$ cat src/rtl/lcdt_pkg.sv
// Shared constants and the timing configuration record for the raster generator.
package lcdt_pkg;

    localparam logic [2:0] A_CTRL = 3'd0;
    localparam logic [2:0] A_HTIM = 3'd1;
    localparam logic [2:0] A_VTIM = 3'd2;
    localparam logic [2:0] A_AUX  = 3'd3;
    localparam logic [2:0] A_STAT = 3'd4;

    // Field widths sized for the wide build; the narrow build forces top bits to 0.
    typedef struct packed {
        logic [6:0]  ppl;
        logic [5:0]  hsw;
        logic [7:0]  hbp;
        logic [7:0]  hfp;
        logic [10:0] lpp;
        logic [5:0]  vsw;
        logic [7:0]  vbp;
        logic [7:0]  vfp;
        logic        inv_p;
        logic        inv_l;
        logic        inv_f;
    } timing_cfg_t;

endpackage

$ cat src/rtl/lcdt_axis_counter.sv
// One timing axis: counts positions through sync, back porch, active, front porch.
// Assumes the interval lengths stay constant while counting (the register block
// freezes them while the raster runs). Used for both pixels and lines.
module lcdt_axis_counter #(
    parameter int CW = 13
) (
    input  logic          clk,
    input  logic          rst_n,
    input  logic          clear,
    input  logic          step,
    input  logic [5:0]    sync_len,
    input  logic [7:0]    bp_len,
    input  logic [7:0]    fp_len,
    input  logic [CW-1:0] act_len,
    output logic [CW-1:0] cnt,
    output logic          in_sync,
    output logic          in_act,
    output logic          at_last,
    output logic          at_last_act
);

    logic [CW-1:0] sync_end;
    logic [CW-1:0] act_beg;
    logic [CW-1:0] act_end;
    logic [CW-1:0] total;

    // Region boundaries: each porch and sync field counts as value + 1 periods.
    always_comb begin
        sync_end = CW'(sync_len) + CW'(1);
        act_beg  = sync_end + CW'(bp_len) + CW'(1);
        act_end  = act_beg + act_len;
        total    = act_end + CW'(fp_len) + CW'(1);
    end

    assign in_sync     = (cnt < sync_end);
    assign in_act      = (cnt >= act_beg) && (cnt < act_end);
    assign at_last     = (cnt == total - CW'(1));
    assign at_last_act = (cnt == act_end - CW'(1));

    // Position counter: held at zero when cleared, wraps after the last position.
    always_ff @(posedge clk) begin
        if (!rst_n || clear) begin
            cnt <= '0;
        end else if (step) begin
            cnt <= at_last ? '0 : cnt + CW'(1);
        end
    end

    // the position never leaves the programmed period.
    a_r3_cnt_in_range: assert property (@(posedge clk) disable iff (!rst_n)
        cnt < total);

endmodule

$ cat src/rtl/lcdt_regs.sv
// Register file: run bit, timing words, polarity/aux word and W1C status.
// Timing fields are accepted only while the raster is fully idle and the run
// bit is clear. In the wide build, split high bits are reassembled on write.
module lcdt_regs
    import lcdt_pkg::*;
#(
    parameter bit WIDE = 1'b1
) (
    input  logic        clk,
    input  logic        rst_n,
    input  logic        wr,
    input  logic [2:0]  addr,
    input  logic [31:0] wdata,
    input  logic        active,
    input  logic        done_set,
    input  logic        eof_set,
    output logic        run_en,
    output timing_cfg_t cfg,
    output logic [31:0] rdata
);

    logic ppl_hi;
    logic lpp_hi;
    logic cfg_open;
    logic st_done;
    logic st_eof;
    logic stat_wr;

    // Pick where the top width/height bits come from for this build.
    generate
        if (WIDE) begin : g_wide
            assign ppl_hi = wdata[3];
            assign lpp_hi = wdata[0];
        end else begin : g_narrow
            assign ppl_hi = 1'b0;
            assign lpp_hi = 1'b0;
        end
    endgenerate

    assign cfg_open = !active && !run_en;
    assign stat_wr  = wr && (addr == A_STAT);

    // Control and timing field storage.
    always_ff @(posedge clk) begin
        if (!rst_n) begin
            run_en <= 1'b0;
            cfg    <= '0;
        end else if (wr) begin
            if (addr == A_CTRL) begin
                run_en <= wdata[0];
            end else if (addr == A_HTIM && cfg_open) begin
                cfg.ppl <= {ppl_hi, wdata[9:4]};
                cfg.hsw <= wdata[15:10];
                cfg.hbp <= wdata[23:16];
                cfg.hfp <= wdata[31:24];
            end else if (addr == A_VTIM && cfg_open) begin
                cfg.lpp[9:0] <= wdata[9:0];
                cfg.vsw      <= wdata[15:10];
                cfg.vbp      <= wdata[23:16];
                cfg.vfp      <= wdata[31:24];
            end else if (addr == A_AUX && cfg_open) begin
                cfg.lpp[10] <= lpp_hi;
                cfg.inv_p   <= wdata[1];
                cfg.inv_l   <= wdata[2];
                cfg.inv_f   <= wdata[3];
            end
        end
    end

    // Sticky status: a new event wins over a same-cycle clear.
    always_ff @(posedge clk) begin
        if (!rst_n) begin
            st_done <= 1'b0;
            st_eof  <= 1'b0;
        end else begin
            st_done <= (st_done && !(stat_wr && wdata[0])) || done_set;
            st_eof  <= (st_eof  && !(stat_wr && wdata[1])) || eof_set;
        end
    end

    // Read mux for the addressed register.
    always_comb begin
        case (addr)
            A_CTRL:  rdata = {31'd0, run_en};
            A_HTIM:  rdata = {cfg.hfp, cfg.hbp, cfg.hsw, cfg.ppl[5:0], cfg.ppl[6], 3'd0};
            A_VTIM:  rdata = {cfg.vfp, cfg.vbp, cfg.vsw, cfg.lpp[9:0]};
            A_AUX:   rdata = {28'd0, cfg.inv_f, cfg.inv_l, cfg.inv_p, cfg.lpp[10]};
            A_STAT:  rdata = {30'd0, st_eof, st_done};
            default: rdata = 32'd0;
        endcase
    end

    // timing fields do not move while the raster is running.
    a_r10_cfg_frozen: assert property (@(posedge clk) disable iff (!rst_n)
        active |=> $stable(cfg));

    // the done flag only appears as the raster leaves the running state.
    a_r9_done_on_stop: assert property (@(posedge clk) disable iff (!rst_n)
        $rose(st_done) |-> ($past(active) && !active));

endmodule

$ cat src/rtl/lcdt_raster_top.sv
// Raster timing generator top: run/stop sequencing, two axis counters, and
// output shaping with polarity. Assumes pix_en is a one-cycle pixel strobe
// from an external divider; clearing the run bit finishes the current frame.
module lcdt_raster_top
    import lcdt_pkg::*;
#(
    parameter bit WIDE = 1'b1
) (
    input  logic        clk,
    input  logic        rst_n,
    input  logic        pix_en,
    input  logic        reg_wr,
    input  logic [2:0]  reg_addr,
    input  logic [31:0] reg_wdata,
    output logic [31:0] reg_rdata,
    output logic        pclk_o,
    output logic        lsync_o,
    output logic        fsync_o,
    output logic        de_o,
    output logic        eof_o
);

    localparam int PPL_W = WIDE ? 7 : 6;
    localparam int LPP_W = WIDE ? 11 : 10;
    localparam int HCW   = PPL_W + 6;
    localparam int VCW   = LPP_W + 2;

    timing_cfg_t cfg;
    logic        run_en;
    logic        active;
    logic        h_step, v_step;
    logic        frame_last;
    logic        done_set;
    logic [HCW-1:0] h_act_len, h_cnt;
    logic [VCW-1:0] v_act_len, v_cnt;
    logic h_sync, h_act, h_last, h_last_act;
    logic v_sync, v_act, v_last, v_last_act;

    assign h_act_len  = (HCW'(cfg.ppl) + HCW'(1)) << 4;
    assign v_act_len  = VCW'(cfg.lpp) + VCW'(1);
    assign h_step     = active && pix_en;
    assign v_step     = h_step && h_last;
    assign frame_last = v_step && v_last;
    assign done_set   = frame_last && !run_en;

    lcdt_regs #(.WIDE(WIDE)) u_regs (
        .clk      (clk),
        .rst_n    (rst_n),
        .wr       (reg_wr),
        .addr     (reg_addr),
        .wdata    (reg_wdata),
        .active   (active),
        .done_set (done_set),
        .eof_set  (eof_o),
        .run_en   (run_en),
        .cfg      (cfg),
        .rdata    (reg_rdata)
    );

    lcdt_axis_counter #(.CW(HCW)) u_hcnt (
        .clk         (clk),
        .rst_n       (rst_n),
        .clear       (!active),
        .step        (h_step),
        .sync_len    (cfg.hsw),
        .bp_len      (cfg.hbp),
        .fp_len      (cfg.hfp),
        .act_len     (h_act_len),
        .cnt         (h_cnt),
        .in_sync     (h_sync),
        .in_act      (h_act),
        .at_last     (h_last),
        .at_last_act (h_last_act)
    );

    lcdt_axis_counter #(.CW(VCW)) u_vcnt (
        .clk         (clk),
        .rst_n       (rst_n),
        .clear       (!active),
        .step        (v_step),
        .sync_len    (cfg.vsw),
        .bp_len      (cfg.vbp),
        .fp_len      (cfg.vfp),
        .act_len     (v_act_len),
        .cnt         (v_cnt),
        .in_sync     (v_sync),
        .in_act      (v_act),
        .at_last     (v_last),
        .at_last_act (v_last_act)
    );

    // Run state: start from idle when enabled, stop at a frame end once disabled.
    always_ff @(posedge clk) begin
        if (!rst_n) begin
            active <= 1'b0;
        end else if (!active) begin
            active <= run_en;
        end else if (frame_last && !run_en) begin
            active <= 1'b0;
        end
    end

    // Output shaping with per-signal polarity.
    assign pclk_o  = (active && pix_en) ^ cfg.inv_p;
    assign lsync_o = (active && h_sync) ^ cfg.inv_l;
    assign fsync_o = (active && v_sync) ^ cfg.inv_f;
    assign de_o    = active && h_act && v_act;
    assign eof_o   = h_step && h_last && v_last_act;

    // the end-of-frame pulse never lasts two cycles.
    a_r8_eof_single: assert property (@(posedge clk) disable iff (!rst_n)
        eof_o |=> !eof_o);

    // data-enable never overlaps a sync interval on either axis.
    a_r5_de_outside_sync: assert property (@(posedge clk) disable iff (!rst_n)
        de_o |-> (!h_sync && !v_sync && active));

    // counters hold still on cycles without a pixel strobe.
    a_r7_hold_without_strobe: assert property (@(posedge clk) disable iff (!rst_n)
        (active && !pix_en && $past(active)) |=> $stable(h_cnt) || !active);

endmodule

$ cat config.mk
export PLATFORM = sky130hd
export DESIGN_NAME = lcdt_raster_top
export DESIGN_NICKNAME = d
export VERILOG_FILES = /design/src/rtl/lcdt_pkg.sv /design/src/rtl/lcdt_axis_counter.sv /design/src/rtl/lcdt_regs.sv /design/src/rtl/lcdt_raster_top.sv
export SDC_FILE = /design/constraint.sdc
export NUM_CORES = 1
export LEC_CHECK = 0
export BUFFER_PORTS_ARGS = -buffer_cell sky130_fd_sc_hd__buf_2
export CAP_MARGIN = 25
export CORE_MARGIN = 2
export CORE_UTILIZATION = 39
export CTS_CLUSTER_SIZE = 40
export DETAILED_ROUTE_END_ITERATION = 16
export GPL_TIMING_DRIVEN = 0
export HOLD_SLACK_MARGIN = 0.1
export SYNTH_ARGS = -nofsm -noshare
export SYNTH_HDL_FRONTEND = slang
export SYNTH_SLANG_ARGS = --single-unit
$ cat constraint.sdc
create_clock -name clk -period 5.1 [get_ports clk]
set_clock_uncertainty 0.2 [all_clocks]
set_input_delay 0.51 -clock clk [delete_from_list [all_inputs] [get_ports clk]]
set_output_delay 0.51 -clock clk [all_outputs]
set_load 0.02 [all_outputs]
After elaboration in Yosys (flattened, before gate mapping)
Cells that the tools add are included. Widths: inputs -> output; s select.

Order comparisons: 6. Multipliers: 0. Shifts and indexed selects: 0. Equal/unequal tests: 7. Bitwise operators: 6. Add/subtract/negate cells: 19. Reduce and logical (&&, ||, !) cells: 33. Div/mod/pow operators: 0. Mux-type cells: 5.

Operator list (number): $pmux 32 s5 (1); $add 13x1->13 const B (6); $add 13x8->13 (4); $lt 13x13->1 (4); $eq 13x13->1 (3); $sub 13x1->13 const B (3); $add 13x12->13 (2); $ge 13x13->1 (2); $mux 13 (2); $logic_and 1x1->1 (20); $add 6x1->7 const B (2); $add 11x1->12 const B (1); $add 7x1->8 const B (1); $eq 3x2->1 const B (2); $logic_not 1->1 (5); $reduce_and 5->1 (1); $reduce_and 4->1 (1); $eq 3x1->1 const B (1); $eq 3x3->1 const B (1); $logic_not 3->1 (1); $logic_or 1x1->1 (3); $not 1->1 (3); $reduce_and 3->1 (1); $xor 1x1->1 (3); 2 further kinds (3).

Bits in read-only memories: 0. Bits in latches: 0. Bits in writable memories: 0. Output and inout bits: 37. Register bits: 95. Word-level logic and storage cells: 94. Memories: 0.

Logic depth before layout (Yosys ltp)
Word-level depth: 13. Depth in mapped cells: 27. Depth with buffers taken out: 25.

Modules after synthesis
A second synthesis with hierarchy kept.

Cells, all modules: 1290. Area total of the unflattened synthesis: 10477.5 µm².

By module, submodules not included: lcdt_axis_counter at u_hcnt (cells an instance 470, instances 1, area each 3638.5 µm²); lcdt_axis_counter at u_vcnt (cells an instance 447, instances 1, area each 3458.3 µm²); lcdt_regs (cells an instance 316, instances 1, area each 2986.6 µm²); lcdt_raster_top (cells an instance 57, instances 1, area each 394.1 µm²).

Worst setup path before layout
OpenSTA, ideal clock, no wires.

Path type: register to output. Start point: register, netlist name u_regs.cfg[19]. End point: output de_o. Data required time: 4.390 ns. Buffers on the path: 1. Slack: -1.210 ns. Data arrival time: 5.600 ns. Cell stages (with the launch flop): 21. Cells stage by stage: dfxtp_1 > ha_1 > ha_1 > a21o_1 > a21o_1 > a21oi_1 > o21bai_1 > a21o_1 > a21o_1 > xor2_1 > ha_1 > clkbuf_1 > or4b_2 > o21ai_0 > and2b_1 > ha_1 > o21a_1 > o21ai_0 > nand2b_1 > maj3_1 > a2111oi_0.

Cells in the longest elaborated chain, start to end: 7.

Ends and longest elaborated chain: $add 6x1->7 (*) (RTL line lcdt_axis_counter.sv:29) `sync_end = CW'(sync_len) + CW'(1);`; $add 13x8->13 (*) (RTL line lcdt_axis_counter.sv:30) `act_beg = sync_end + CW'(bp_len) + CW'(1);`; $add 13x1->13 (*) (RTL line lcdt_axis_counter.sv:30); $add 13x12->13 (RTL line lcdt_axis_counter.sv:31) `act_end = act_beg + act_len;`; $lt 13x13->1 (RTL line lcdt_axis_counter.sv:36) `assign in_act = (cnt >= act_beg) && (cnt < act_end);`; $logic_and 1x1->1 (*) (RTL line lcdt_axis_counter.sv:36); $logic_and 1x1->1 (*) (RTL line lcdt_raster_top.sv:107) `assign de_o = active && h_act && v_act;`; end, declared (RTL line lcdt_raster_top.sv:19) `output logic de_o,`.

Every way passes the cells marked *; elsewhere a longest branch is shown, timed or not.

Final worst setup path
Start point: register, netlist name u_regs.cfg[19]. End point: output de_o.

Cells in the longest elaborated chain, start to end: 7.

Ends and longest elaborated chain (RTL line): $add 6x1->7 (*) (lcdt_axis_counter.sv:29); $add 13x8->13 (*) (lcdt_axis_counter.sv:30); $add 13x1->13 (*) (lcdt_axis_counter.sv:30); $add 13x12->13 (lcdt_axis_counter.sv:31); $lt 13x13->1 (lcdt_axis_counter.sv:36); $logic_and 1x1->1 (*) (lcdt_axis_counter.sv:36); $logic_and 1x1->1 (*) (lcdt_raster_top.sv:107).

Marked as above.

==> results.yml <==
synthesis:
  synthFlopType: "dfxtp_1"
  synth-adder-area-share_pct: 15.83
  yosys_warnings: 0
  synth.most_common_cell: "nand2_1"
  ys_ff_latch: 95
  yosys.area.top_type_share_pct: 21.40
  synth_xor_area_share_pct: 9.758
  synth_compound_area_share_pct: 23.58
  ys_async_sr_fraction_pct: 0
  synth_nets: 1280
  synth_area_per_cell_sq_um: 7.843
  synth.top_cells.by_area: "dfxtp_1 21%, ha_1 14%, xnor2_1 6.7%, nand2_1 6.5%, a21boi_0 5.5%"
  yosysSeqAreaShare_pct: 21.40
  syn-cell-area_sq_um: 8886
  ys_types: 80
  synth_top_family_by_area: "compound AO/OA/AOI/OAI gates"
  muxShareOfSynthArea_pct: 1.591
  synthTopCellsByCount: "155 x nand2_1, 102 x ha_1, 95 x dfxtp_1"
  synth_cells: 1133
  synth_edf_count: 0
  synth-simple-area-share_pct: 22.30
  yosys.area.top_type: "dfxtp_1"
worst_setup_path:
  path_cells: "ha_4, ha_4, a21o_1, a21o_1, a21oi_2, o21bai_2, a21o_1, a21o_1, xor2_2, ha_1, or4b_4, o21ai_2, and2b_2, buf_6, ha_4, o21a_1, o21ai_1, nand2b_1, maj3_2, a2111oi_4, buf_4"
  critPathCaptureType: "output port"
  worst_path_max_delay_cell: "or4b_4"
  path_delay_family: "compound AO/OA/AOI/OAI gates"
  critPathKind: "register to output port"
  cp.buffers_inverters: 2
  max_stage_delay_ns: 0.48
  arrival_ns: 5.15
  required_ns: 4.39
  r2r_setup_slack_ns: -0.48
  crit_top_cell: "a21o_1"
  cp-start-kind: "register"
  worstPathMaxFanout: 3
pwr:
  ir_worst_vdd_mv: 0.1455
  pwr_density_cell_nw_per_um2: 163.6
  power.total_mw: 1.819
  p_leak_nw: 4.513
place:
  dp_hpwl_microns: 22510
  gp_congestion: 0.8903
  place_area_sq_um: 9811
  port_buffers: 73
  dpl.cell_count: 1491
min_path:
  hold_path.class: "primary input to register"
cells_and_area:
  nFillCells: 2171
  syn_to_final_growth_pct: 25.08
  fin_nets: 1412
  drive_above_1_share_pct: 21.50
  post-route-util_pct: 49.39
  n_antenna_cell: 0
  final_cell_area_sq_um: 11110
  finalNonFillerCells: 1555
sta:
  finalCritPeriodShare_pct: 114.9
  period_needed_ns: 5.862
  fin_ws_ns: -0.7624
  drv_slew: 0
  setup_tns_ns: -10.53
  relSlewSlack_pct: 36.40
  hold_viol_final: 0
  rsz0062_at_grt: "yes"
  max_freq_mhz: 170.6
  tightest_slew_ns: 0.9519
  finalSetupViolations: 29
route:
  drtAntennaViolNets: 0
  drcViolationCount: 0
  routed_via_density: 5.614
  wirelength_microns: 29620
  routedWlPerCell_microns: 19.05
  vias: 8729
  dr.pass1.iters: 5
  drtIter0Drc: 564
status:
  failed_checks: "setup timing"
  status: "complete, but fails checks"
clocking:
  cts_sinks: 95
  htree_levels: 3
  cts-root-buf: "clkbuf_16"
  cts_buffers: 9
  cts.reportedPaths.clkPinSlew_ns: 0.08
  clockBufferDepth: 2
  cts_tree: "done"
  clock_latency_ns: 0.36
job:
  drv_cap: 0
floorplan:
  die_y_microns: 154.9
  start_util_pct: 39.49
  core_area_sq_um: 22500
  die-area_sq_um: 24010
  die_width_microns: 154.9
  row_count: 55
  num_io_pins: 76
global_routing:
  grt_max_degree: 21
  antenna_found_initial: 0
  overflow: 0
  grt_pass1_vias: 8153
  grt_pass1_wl_microns: 45600
  gr-usage-all-layers_pct: 24.32
==> per-stage QoR <==
| stage | hold slack [ns] | setup WS [ns] |
|---|---|---|
| after global placement | 0.2838 | -0.9844 |
| after global routing | 0.2015 | -0.9479 |
| after CTS | 0.1925 | -0.8262 |
| after floorplan | 0.2562 | -0.009845 |
| after detailed placement | 0.2831 | -1.065 |
| final | 0.1967 | -0.7624 |
==> worst min-delay path, stage by stage <==
cell and delay [ns]:
buf_2 0.11, nand2_1 0.05, a21boi_0 0.06
==> path summary, 6_finish.rpt <==
path | from | endpoint | cells past startpoint
setup reg to reg | u_regs.cfg[19] | u_vcnt.cnt[11] | 27
setup / recovery | u_regs.cfg[19] | de_o | 21
hold / removal | reg_wdata[11] | u_regs.cfg[53] | 3
hold reg to reg | u_regs.cfg[11] | u_regs.cfg[11] | 2
==> routing by layer <==
metal | track usage, % | share of wire [%] | wire length, microns
met1 | 33.11 | 47 | 13930
met2 | 38.77 | 45 | 13240
met3 | 3.705 | 4.8 | 1412
met4 | 9.436 | 3.5 | 1042
met5 | 0 | 0 | 0
==> cell families (layout without fill, tap and decap cells) <==
family	after synthesis	after routing
AND/OR/NAND/NOR	393	393
AO/OA/AOI/OAI	295	295
buffers and inverters	127	264
adder cells (fa/ha/maj)	109	109
XOR/XNOR	99	99
flip-flops	95	95
multiplexers	14	14
other	1	1
==> layout make-up <==
type	count	area (sq um)	area share, %
sequential	95	1918	17.26
multi-input combinational	911	7232	65.07
inverter	75	284.0	2.555
clock inverter	7	83.83	0.7543
timing repair buffer	125	794.5	7.148
buffer	48	220.2	1.981
tap	285	356.6	3.208
clock buffer	9	225.2	2.026
==> what timing repair did <==
| item | CTS | global route |
|---|---|---|
| pin swaps | 34 | 50 |
| setup buffers | 32 | 19 |
| setup endpoints to repair | 30 | 31 |
| cloned | 2 | 0 |
| hold buffers | 0 | 0 |
| resized for setup | 65 | 68 |
==> placed cells by master (no fill, tap or decap), drive strengths merged, types with 5 or more instances in the layout <==
cell / Yosys / layout
nor3: 13 / 13
a211oi: 8 / 8
a22oi: 5 / 5
nand2b: 18 / 18
nor2b: 21 / 21
and3: 8 / 8
mux2i: 13 / 13
a21oi: 49 / 49
fa: 6 / 6
a21boi: 65 / 65
and2: 7 / 7
dfxtp: 95 / 95
nand2: 155 / 155
or3: 9 / 9
nand3: 41 / 41
xnor2: 68 / 68
nor2: 56 / 56
o21bai: 6 / 6
clkbuf: 46 / 49
o21a: 20 / 20
a22o: 28 / 28
or4: 12 / 12
nor4: 7 / 7
o31ai: 8 / 8
o21ai: 46 / 46
a21o: 24 / 24
nor3b: 6 / 6
o211ai: 11 / 11
buf: 6 / 133
and4: 7 / 7
nand4: 16 / 16
ha: 102 / 102
inv: 75 / 78
xor2: 31 / 31
==> where the power goes <==
part | total, mW | internal, mW | switching, mW
Combinational | 0.332 | 0.143 | 0.189
Clock | 0.719 | 0.352 | 0.366
Sequential | 0.768 | 0.751 | 0.0178
==> registers in the layout (all words and copies together) (netlist names) <==
name and count:
active 1, u_regs.st_eof 1, u_vcnt.cnt 13, u_regs.cfg 65
u_regs.run_en 1, u_regs.st_done 1, u_hcnt.cnt 13
(Power assumes the default switching activity.)
